**src/rtl/aai_pkg.sv**
```systemverilog
// Shared types and opcode values for the auto-increment programming sequencer.
// Assumes opcodes arrive already decoded from the serial shift logic.
package aai_pkg;
    typedef enum logic [1:0] {
        FM_NONE  = 2'd0,
        FM_FIRST = 2'd1,
        FM_NEXT  = 2'd2
    } fmode_t;

    localparam logic [7:0] OP_AAI    = 8'hAD;
    localparam logic [7:0] OP_WREN   = 8'h06;
    localparam logic [7:0] OP_WRDI   = 8'h04;
    localparam logic [7:0] OP_RB_ON  = 8'h70;
    localparam logic [7:0] OP_RB_OFF = 8'h80;
endpackage

```
**src/rtl/aai_cmd_dec.sv**
```systemverilog
// Opcode decoder: keeps the write-enable latch and the ready/busy output
// setting, and chooses how the bytes of the current frame are interpreted.
// Assumes cmd_valid marks the first byte of a frame and that frame_end
// separates frames.
module aai_cmd_dec
    import aai_pkg::*;
(
    input  logic       clk,
    input  logic       rst_n,
    input  logic       cmd_valid,
    input  logic [7:0] cmd_op,
    input  logic       frame_end,
    input  logic       sess,
    input  logic       busy,
    input  logic       top_hit,
    output fmode_t     fmode,
    output logic       wel,
    output logic       rb_en,
    output logic       wrdi
);
    assign wrdi = cmd_valid && (cmd_op == OP_WRDI);

    // Latch updates and the mode of the current frame.
    always_ff @(posedge clk) begin
        if (!rst_n) begin
            fmode <= FM_NONE;
            wel   <= 1'b0;
            rb_en <= 1'b0;
        end else begin
            if (top_hit)
                wel <= 1'b0;
            if (frame_end)
                fmode <= FM_NONE;
            if (cmd_valid) begin
                fmode <= FM_NONE;
                case (cmd_op)
                    OP_WREN:   if (!sess) wel <= 1'b1;
                    OP_WRDI:   wel <= 1'b0;
                    OP_RB_ON:  if (!sess) rb_en <= 1'b1;
                    OP_RB_OFF: if (!sess) rb_en <= 1'b0;
                    OP_AAI: begin
                        if (!busy) begin
                            if (sess)
                                fmode <= FM_NEXT;
                            else if (wel)
                                fmode <= FM_FIRST;
                        end
                    end
                    default: ;
                endcase
            end
        end
    end

    AST_START_NEEDS_WEL: assert property (@(posedge clk) disable iff (!rst_n)
        (cmd_valid && cmd_op == OP_AAI && !sess && !wel) |=> (fmode == FM_NONE));
    AST_BUSY_REJECT: assert property (@(posedge clk) disable iff (!rst_n)
        (cmd_valid && cmd_op == OP_AAI && busy) |=> (fmode == FM_NONE));
    AST_WEL_HELD_MID: assert property (@(posedge clk) disable iff (!rst_n)
        (cmd_valid && sess && cmd_op != OP_WRDI && !top_hit) |=> (wel == $past(wel)));
    AST_RB_HELD_MID: assert property (@(posedge clk) disable iff (!rst_n)
        (cmd_valid && sess) |=> $stable(rb_en));
endmodule

```
**src/rtl/aai_frame_asm.sv**
```systemverilog
// Frame assembler: counts the bytes after the opcode, collects the start
// address and the two data bytes, and raises a one-cycle commit once a
// frame is complete. Assumes fmode is valid from the cycle after the opcode.
module aai_frame_asm
    import aai_pkg::*;
#(
    parameter int AW = 22
) (
    input  logic          clk,
    input  logic          rst_n,
    input  fmode_t        fmode,
    input  logic          cmd_valid,
    input  logic          frame_end,
    input  logic          dat_valid,
    input  logic [7:0]    dat_byte,
    output logic          commit,
    output logic          is_first,
    output logic [AW-1:0] start_addr,
    output logic [7:0]    d0,
    output logic [7:0]    d1
);
    localparam int IW = 3;
    localparam logic [IW-1:0] IDX_MAX = '1;

    logic [IW-1:0] idx;

    // Byte position, field capture and the commit pulse.
    always_ff @(posedge clk) begin
        if (!rst_n) begin
            idx        <= '0;
            commit     <= 1'b0;
            is_first   <= 1'b0;
            start_addr <= '0;
            d0         <= '0;
            d1         <= '0;
        end else begin
            commit <= 1'b0;
            if (cmd_valid || frame_end) begin
                idx <= '0;
            end else if (dat_valid && fmode != FM_NONE) begin
                if (idx != IDX_MAX)
                    idx <= idx + 1'b1;
                if (fmode == FM_FIRST) begin
                    case (idx)
                        3'd0, 3'd1, 3'd2: start_addr <= AW'({start_addr, dat_byte});
                        3'd3: d0 <= dat_byte;
                        3'd4: begin
                            d1       <= dat_byte;
                            commit   <= 1'b1;
                            is_first <= 1'b1;
                        end
                        default: ;
                    endcase
                end else begin
                    case (idx)
                        3'd0: d0 <= dat_byte;
                        3'd1: begin
                            d1       <= dat_byte;
                            commit   <= 1'b1;
                            is_first <= 1'b0;
                        end
                        default: ;
                    endcase
                end
            end
        end
    end

    AST_COMMIT_PULSE: assert property (@(posedge clk) disable iff (!rst_n)
        commit |=> !commit);
    AST_COMMIT_IN_FRAME: assert property (@(posedge clk) disable iff (!rst_n)
        commit |-> $past(fmode != FM_NONE && dat_valid));
endmodule

```
**src/rtl/aai_prog_engine.sv**
```systemverilog
// Program engine: keeps the session flag and the pair address, checks
// protection and the top of the array, writes the two bytes of a pair on
// consecutive cycles and times the program pulse.
// Assumes PROG_CYCLES >= 2, so that busy covers both write cycles.
module aai_prog_engine #(
    parameter int AW          = 22,
    parameter int PROG_CYCLES = 8
) (
    input  logic          clk,
    input  logic          rst_n,
    input  logic          commit,
    input  logic          is_first,
    input  logic [AW-1:0] start_addr,
    input  logic [7:0]    d0,
    input  logic [7:0]    d1,
    input  logic          wrdi,
    input  logic          prot_on,
    input  logic [AW-1:0] prot_floor,
    output logic          sess,
    output logic          busy,
    output logic          top_hit,
    output logic          mem_we,
    output logic [AW-1:0] mem_addr,
    output logic [7:0]    mem_wdata
);
    localparam int CW = $clog2(PROG_CYCLES + 1);
    localparam logic [AW-1:0] ODD_BIT = AW'(1);

    logic [AW-1:0] base, cur_addr, wbase;
    logic [1:0]    stage;
    logic [7:0]    wd0, wd1;
    logic [CW-1:0] bcnt;
    logic          prot_hit;

    // Pair address, protection and top-of-array decode.
    always_comb begin
        base     = is_first ? (start_addr & ~ODD_BIT) : cur_addr;
        prot_hit = prot_on && ((base | ODD_BIT) >= prot_floor);
        top_hit  = commit && ((base | ODD_BIT) == '1);
    end

    assign busy      = (bcnt != '0);
    assign mem_we    = (stage != 2'd0);
    assign mem_addr  = wbase | AW'(stage == 2'd2);
    assign mem_wdata = (stage == 2'd2) ? wd1 : wd0;

    // Session state, write staging and program pulse timer.
    always_ff @(posedge clk) begin
        if (!rst_n) begin
            sess     <= 1'b0;
            cur_addr <= '0;
            wbase    <= '0;
            stage    <= 2'd0;
            wd0      <= '0;
            wd1      <= '0;
            bcnt     <= '0;
        end else begin
            if (bcnt != '0)
                bcnt <= bcnt - 1'b1;
            stage <= (stage == 2'd1) ? 2'd2 : 2'd0;
            if (commit) begin
                sess     <= !top_hit;
                cur_addr <= base + AW'(2);
                if (!prot_hit) begin
                    stage <= 2'd1;
                    bcnt  <= CW'(PROG_CYCLES);
                    wbase <= base;
                    wd0   <= d0;
                    wd1   <= d1;
                end
            end
            if (wrdi)
                sess <= 1'b0;
        end
    end

    AST_WE_UNDER_BUSY: assert property (@(posedge clk) disable iff (!rst_n)
        mem_we |-> busy);
    AST_PAIR_ORDER: assert property (@(posedge clk) disable iff (!rst_n)
        (mem_we && !mem_addr[0]) |=> (mem_we && mem_addr[0]));
    AST_WRDI_ENDS: assert property (@(posedge clk) disable iff (!rst_n)
        wrdi |=> !sess);
    AST_NO_WRAP: assert property (@(posedge clk) disable iff (!rst_n)
        top_hit |=> !sess);
    AST_PROT_NO_WRITE: assert property (@(posedge clk) disable iff (!rst_n)
        (commit && prot_hit) |=> (!mem_we && !busy));
endmodule

```
**src/rtl/aai_word_prog.sv**
```systemverilog
// Top of the auto-increment word programming sequencer. Connects the opcode
// decoder, the frame assembler and the program engine, and forms the
// optional ready/busy output. Assumes strobed, already shifted opcodes and bytes.
module aai_word_prog
    import aai_pkg::*;
#(
    parameter int AW          = 22,
    parameter int PROG_CYCLES = 8
) (
    input  logic          clk,
    input  logic          rst_n,
    input  logic          cmd_valid,
    input  logic [7:0]    cmd_op,
    input  logic          dat_valid,
    input  logic [7:0]    dat_byte,
    input  logic          frame_end,
    input  logic          prot_on,
    input  logic [AW-1:0] prot_floor,
    output logic          mem_we,
    output logic [AW-1:0] mem_addr,
    output logic [7:0]    mem_wdata,
    output logic          busy,
    output logic          aai_active,
    output logic          wel,
    output logic          so_oe,
    output logic          so_q
);
    fmode_t        fmode;
    logic          rb_en, wrdi, sess, top_hit, commit, is_first;
    logic [AW-1:0] start_addr;
    logic [7:0]    d0, d1;

    aai_cmd_dec u_dec (
        .clk(clk), .rst_n(rst_n), .cmd_valid(cmd_valid), .cmd_op(cmd_op),
        .frame_end(frame_end), .sess(sess), .busy(busy), .top_hit(top_hit),
        .fmode(fmode), .wel(wel), .rb_en(rb_en), .wrdi(wrdi)
    );

    aai_frame_asm #(.AW(AW)) u_asm (
        .clk(clk), .rst_n(rst_n), .fmode(fmode), .cmd_valid(cmd_valid),
        .frame_end(frame_end), .dat_valid(dat_valid), .dat_byte(dat_byte),
        .commit(commit), .is_first(is_first), .start_addr(start_addr),
        .d0(d0), .d1(d1)
    );

    aai_prog_engine #(.AW(AW), .PROG_CYCLES(PROG_CYCLES)) u_eng (
        .clk(clk), .rst_n(rst_n), .commit(commit), .is_first(is_first),
        .start_addr(start_addr), .d0(d0), .d1(d1), .wrdi(wrdi),
        .prot_on(prot_on), .prot_floor(prot_floor), .sess(sess), .busy(busy),
        .top_hit(top_hit), .mem_we(mem_we), .mem_addr(mem_addr),
        .mem_wdata(mem_wdata)
    );

    assign aai_active = sess;
    assign so_oe      = rb_en && sess;
    assign so_q       = !busy;

    AST_SO_ONLY_IN_SESSION: assert property (@(posedge clk) disable iff (!rst_n)
        so_oe |-> aai_active);
endmodule

```
**config.mk**
```make
export PLATFORM = sky130hd
export DESIGN_NAME = aai_word_prog
export DESIGN_NICKNAME = d
export VERILOG_FILES = /design/src/rtl/aai_pkg.sv /design/src/rtl/aai_cmd_dec.sv /design/src/rtl/aai_frame_asm.sv /design/src/rtl/aai_prog_engine.sv /design/src/rtl/aai_word_prog.sv
export SDC_FILE = /design/constraint.sdc
export NUM_CORES = 1
export LEC_CHECK = 0
export CORE_UTILIZATION = 52
export DETAILED_ROUTE_END_ITERATION = 6
export PLACE_DENSITY = 0.78
export SLEW_MARGIN = 10
export SYNTH_ARGS = -nofsm -noshare
export SYNTH_HDL_FRONTEND = slang
export SYNTH_HIERARCHICAL = 1
export SYNTH_SLANG_ARGS = --single-unit
```
**constraint.sdc**
```tcl
create_clock -name clk -period 2.95 [get_ports clk]
set_clock_uncertainty 0.2 [all_clocks]
set_input_delay 0.885 -clock clk [delete_from_list [all_inputs] [get_ports clk]]
set_output_delay 0.885 -clock clk [all_outputs]
set_load 0.01 [all_outputs]
```
; Word level (Yosys, flattened, before mapping)
; Index checks and enable logic that the tools add are counted.
[totals]
rom_bits = 0
latchBits = 0
mem_count = 0
input_bits = 44
register_bits = 114
ramBits = 0
[op_classes]
eq_ne = 18
n_bitwise = 5
addsub = 3
n_shift = 0
n_mux = 33
order_cmp = 1
div_mod_pow = 0
multipliers = 0
n_reduce_logical = 26
[op_table]
columns = operator, count
row1 = $mux 8, 7
row2 = $add 22x2->22 const B, 1
row3 = $ge 22x22->1, 1
row4 = $mux 22, 1
row5 = $or 22x1->22, 1
row6 = $eq 21x21->1 const B, 1
row7 = $eq 8x3->1 const B, 2
row8 = $eq 8x8->1 const B, 2
row9 = $mux 2, 8
row10 = $reduce_and 4->1, 4
row11 = $mux 1, 12
row12 = $mux 4, 3
row13 = $reduce_bool 2->1, 6
row14 = $eq 8x7->1 const B, 1
row15 = $ne 2x2->1 const B, 4
row16 = $eq 3x2->1 const B, 2
row17 = $reduce_or 3->1, 2
row18 = $logic_and 1x1->1, 5
row19 = $eq 2x1->1 const B, 2
row20 = $not 1->1, 4
row21 = $pmux 1 s2, 2
row22 = $reduce_and 2->1, 2
row23 = $reduce_bool 4->1, 1
row24 = $reduce_or 2->1, 2
row25 = 9 further kinds, 10

; Longest topological paths before layout
[logic_depth]
depth_word = 7
ltp_mapped = 12
mapped_depth_nobuf = 9

; Hierarchy
; The synthesis kept the hierarchy.
[by_module_without_submodules]
columns = mod, instances, cells_each, seq_area_each_um2, area_per_inst_um2
row1 = aai_prog_engine, 1, 636, 1341.3, 5089.9
row2 = aai_frame_asm, 1, 171, 860.8, 1756.7
row3 = aai_cmd_dec, 1, 29, 80.1, 265.3
row4 = aai_word_prog, 1, 2, 0.0, 10.0

; Worst setup path before layout
; OpenSTA, ideal clock, no wires.
[synth_timing]
kind = reg2reg
start = reg u_asm.is_first
end = reg u_eng.wd0[0]
arrival_time_ns = 2.873
t_required_ns = 2.644
n_path_buf = 5
slack_ns = -0.229
setup_time_ns = 0.106
path_stages_with_launch = 13
cell_sequence = dfxtp_1 buf_6 buf_12 buf_8 mux2_2 ha_1 nand4_1 nor4_2 o311a_1 buf_2 buf_2 o31ai_1 o311ai_0
[synth_via]
elab_chain_cells = 5
[synth_rtl]
columns = item, line
row1 = "start, declared", aai_frame_asm.sv:17  ; output logic is_first,
row2 = "start signal, assigned", aai_frame_asm.sv:32  ; is_first <= 1'b0;
row3 = "start signal, assigned", aai_frame_asm.sv:50  ; is_first <= 1'b1;
row4 = "start signal, assigned", aai_frame_asm.sv:60  ; is_first <= 1'b0;
row5 = $mux 22, aai_prog_engine.sv:37  ; base = is_first ? (start_addr & ~ODD_BIT) : cur_addr;
row6 = via u_eng.base[20], aai_prog_engine.sv:29  ; logic [AW-1:0] base, cur_addr, wbase;
row7 = $ge 22x22->1, aai_prog_engine.sv:38  ; prot_hit = prot_on && ((base | ODD_BIT) >= prot_floor);
row8 = $logic_and 1x1->1, aai_prog_engine.sv:38
row9 = $not 1->1 (no line), --
row10 = $reduce_and 2->1 (no line), --
row11 = "end signal, assigned", aai_prog_engine.sv:54  ; wd0 <= '0;
row12 = "end signal, assigned", aai_prog_engine.sv:68  ; wd0 <= d0;
row13 = "end, declared", aai_prog_engine.sv:31  ; logic [7:0] wd0, wd1;
; The timed path passes the listed nets, and every way through them passes these cells.
; A chain may end at the register's enable or synchronous reset.

; Final worst setup path
[layout_timing]
start = reg u_asm.is_first
end = reg u_eng.stage[0]
[layout_via]
elab_chain_cells = 5
[layout_rtl]
columns = item, line
row1 = $mux 22, aai_prog_engine.sv:37
row2 = via u_eng.base[4], aai_prog_engine.sv:29
row3 = $ge 22x22->1, aai_prog_engine.sv:38
row4 = $logic_and 1x1->1, aai_prog_engine.sv:38
row5 = $mux 2, aai_prog_engine.sv:64  ; if (!prot_hit) begin
row6 = $mux 2, aai_prog_engine.sv:61  ; if (commit) begin
row7 = "end signal, assigned", aai_prog_engine.sv:60  ; stage <= (stage == 2'd1) ? 2'd2 : 2'd0;
row8 = "end, declared", aai_prog_engine.sv:30  ; logic [1:0] stage;
; The timed path passes the listed nets, and every way through them passes these cells.

==> flow_metrics.env <==
export IMPL_diodes=0
export IMPL_cp_arrival_ps=3060
export IMPL_grt_max_degree=44
export IMPL_synth_seq_cells=114
export IMPL_numCtsBuffers=17
export IMPL_final_core_util=0.6994
export IMPL_p_per_area_nw_per_um2=446.5
export IMPL_antenna_found_initial=0
export IMPL_clkTransAtPathRegs_ps=60
export IMPL_die_width_microns=119.0
export IMPL_fin_cells=1117
export IMPL_synthAdderAreaFrac=0.05095
export IMPL_grt_setup_unrepaired="yes"
export IMPL_syn2layout_area_growth_pct=30.57
export IMPL_row_count=42
export IMPL_path_max_fanout=10
export IMPL_ctsHtreeMaxLevel=4
export IMPL_wirelength_microns=20260
export IMPL_cp_required_ps=3070
export IMPL_layout_min_cycle_time_ps=2939
export IMPL_muxShareOfSynthArea=0.1030
export IMPL_final_common_cell="dfxtp_1"
export IMPL_yosysUniqueCellTypes=78
export IMPL_synthSimpleGateAreaFrac=0.2347
export IMPL_synth_edff_count=0
export IMPL_fin_crit_sh=0.9962
export IMPL_dr_pass1_iters=5
export IMPL_ys_async_sr_fraction=0
export IMPL_synth_ff_type="dfxtp_1"
export IMPL_grt_pass1_wl_microns=32110
export IMPL_drt_iter0_markers=849
export IMPL_drc=0
export IMPL_status="complete, no violations"
export IMPL_drv_slew=0
export IMPL_dieArea_sq_um=14170
export IMPL_routed_via_density=6.169
export IMPL_place_gp_congestion=0.8986
export IMPL_synth_top_family_by_area="simple AND/OR/NAND/NOR gates"
export IMPL_slew_headroom=0.1802
export IMPL_fp_dieH_microns=119.0
export IMPL_worst_pin_slew_ps=1225
export IMPL_cts_sinks=114
export IMPL_dp_hpwl_microns=13300
export IMPL_placedCellCount=1078
export IMPL_ant_nets=0
export IMPL_synth_compound_area_frac=0.1889
export IMPL_num_nets_final=1002
export IMPL_hold_viol_final=0
export IMPL_worstHoldPathType="flip-flop to flip-flop"
export IMPL_maxCapViolations=0
export IMPL_coreArea_sq_um=13300
export IMPL_grtUsageTotal=0.2810
export IMPL_syn_cell_area_sq_um=7122
export IMPL_synthCells=838
export IMPL_final_cell_mix="113 x dfxtp_1, 97 x nand2_1, 71 x buf_4"
export IMPL_synth_net_count=911
export IMPL_wl_per_cell_microns=18.14
export IMPL_grt_pass1_vias=6408
export IMPL_cts_tree="done"
export IMPL_start_util=0.5357
export IMPL_clock_latency_ps=410
export IMPL_clock_fmax_mhz=340.3
export IMPL_ys_seq_area_frac=0.3204
export IMPL_grt_ovfl_total=0
export IMPL_numPortBuffers=79
export IMPL_p_leak_nw=4.040
export IMPL_clock_path_buffers=2
export IMPL_yosys_warnings=6
export IMPL_worstSetupStartpointType="flip-flop"
export IMPL_setup_viol=0
export IMPL_ir_worst_vdd_v=0.0003130
export IMPL_synth_xor_area_frac=0.007379
export IMPL_via_count=6891
export IMPL_drive_gt1_frac=0.2104
export IMPL_io_pins=80
export IMPL_total_power_mw=4.152
export IMPL_crit_type="flip-flop to flip-flop"
export IMPL_end_kind="flip-flop"
export IMPL_cts_root_buffer="clkbuf_16"
export IMPL_syn_area_per_cell_sq_um=8.499
-- metal layers --
metal  global-route usage  up-vias  routed length [microns]
li1                     -     3271                        -
met1               0.3707     3225                     8869
met2               0.4371      348                     9414
met3              0.06992       47                     1502
met4               0.1131        0                      478
met5                    0        -                        0
-- cells in the mapped netlist, types with 4 or more instances --
cell	number	area [sq um]
dfxtp_1	114	2282
nand2_1	99	371.6
clkbuf_1	48	180.2
nand3_1	48	240.2
mux2i_1	46	460.4
and3_1	40	250.2
inv_1	38	142.6
o31ai_1	37	277.8
a21oi_1	33	165.2
ha_1	29	362.9
nor2_1	26	97.59
nand4_1	25	156.4
buf_4	22	165.2
a22oi_1	21	157.7
mux2_2	19	214.0
a32oi_1	17	148.9
o311ai_0	16	140.1
a211oi_1	9	67.56
o21ai_0	9	45.04
buf_2	8	40.04
nor3_1	7	35.03
o211ai_1	7	52.55
a31oi_1	6	37.54
and2_1	6	37.54
nor4_1	6	37.54
or3_1	6	37.54
nand3b_1	5	37.54
nor3b_1	5	37.54
xnor2_1	5	43.79
nand2b_1	4	25.02
nor2b_1	4	25.02
or4_1	4	30.03
-- critical path, stage by stage (launching register included) --
cell and delay [ps]:
dfxtp_4 420, buf_16 160, mux2_2 380, ha_1 300
nand2_2 100, nor2_2 60, o311a_1 360, buf_6 140
or4_4 530, a21oi_1 180
-- power breakdown --
group          switching (mW)  internal (mW)  total [mW]
sequential             0.0150           1.56        1.57
clock                   0.714           1.49        2.21
combinational           0.184          0.185       0.369
total                   0.913           3.24        4.15
-- area by class of cell --
| cell class | instances | area (sq um) |
|---|---|---|
| fillers | 994 | 3996 |
| clock buffers | 22 | 484.2 |
| flip-flops and latches | 114 | 2286 |
| multi-input cells | 595 | 4458 |
| repair buffers | 161 | 1548 |
| clock inverters | 9 | 152.6 |
| well taps | 176 | 220.2 |
| inverters | 40 | 150.1 |
-- sequential cells by signal, indices dropped and copies added, names as in the netlist, 2 cells and up --
| register | flops |
|---|---|
| u_eng/wbase | 22 |
| u_asm/start_addr | 22 |
| u_eng/wd0 | 8 |
| u_eng/wd1 | 8 |
| u_dec/fmode | 2 |
| u_asm/idx | 3 |
| u_eng/stage | 2 |
| u_eng/bcnt | 4 |
| u_eng/cur_addr | 22 |
| u_asm/d1 | 8 |
| u_asm/d0 | 8 |
-- kinds of logic after synthesis --
family,count (synthesis)
AO/OA/AOI/OAI,182
XOR/XNOR,6
adder cells (fa/ha/maj),29
buffers and inverters,129
flip-flops,114
multiplexers,69
AND/OR/NAND/NOR,309
-- through the flow --
stage	setup TNS [ps]	cell area, sq um	setup slack [ps]	hold slack (ps)
6_report	0	9299	11.09	269.1
5_1_grt	-286.5	9299	-69.75	302.0
4_1_cts	0	8992	4.005	264.9
3_5_place_dp	-15900	8259	-497.1	229.7
3_3_place_gp	-14080	8259	-460.6	226.9
2_1_floorplan	-1127	7144	-56.47	212.5
-- repair_timing --
item / CTS / global route
setup buffers: 2 / 4
setup endpoints to repair: 26 / 48
hold buffers: 0 / 0
gates cloned: 1 / 1
gates resized for setup: 16 / 62
pin swaps: 5 / 14
-- final timing paths --
path                        start                   end  slack [ps]  cells after the start
max                u_asm/is_first        u_eng/stage[0]          10                      9
min          u_asm/start_addr[21]  u_asm/start_addr[21]         270                      2
max reg2reg        u_asm/is_first        u_eng/stage[0]          10                      9
min reg2reg  u_asm/start_addr[21]  u_asm/start_addr[21]         270                      2
Note: power is estimated with default switching activity, not from simulation.
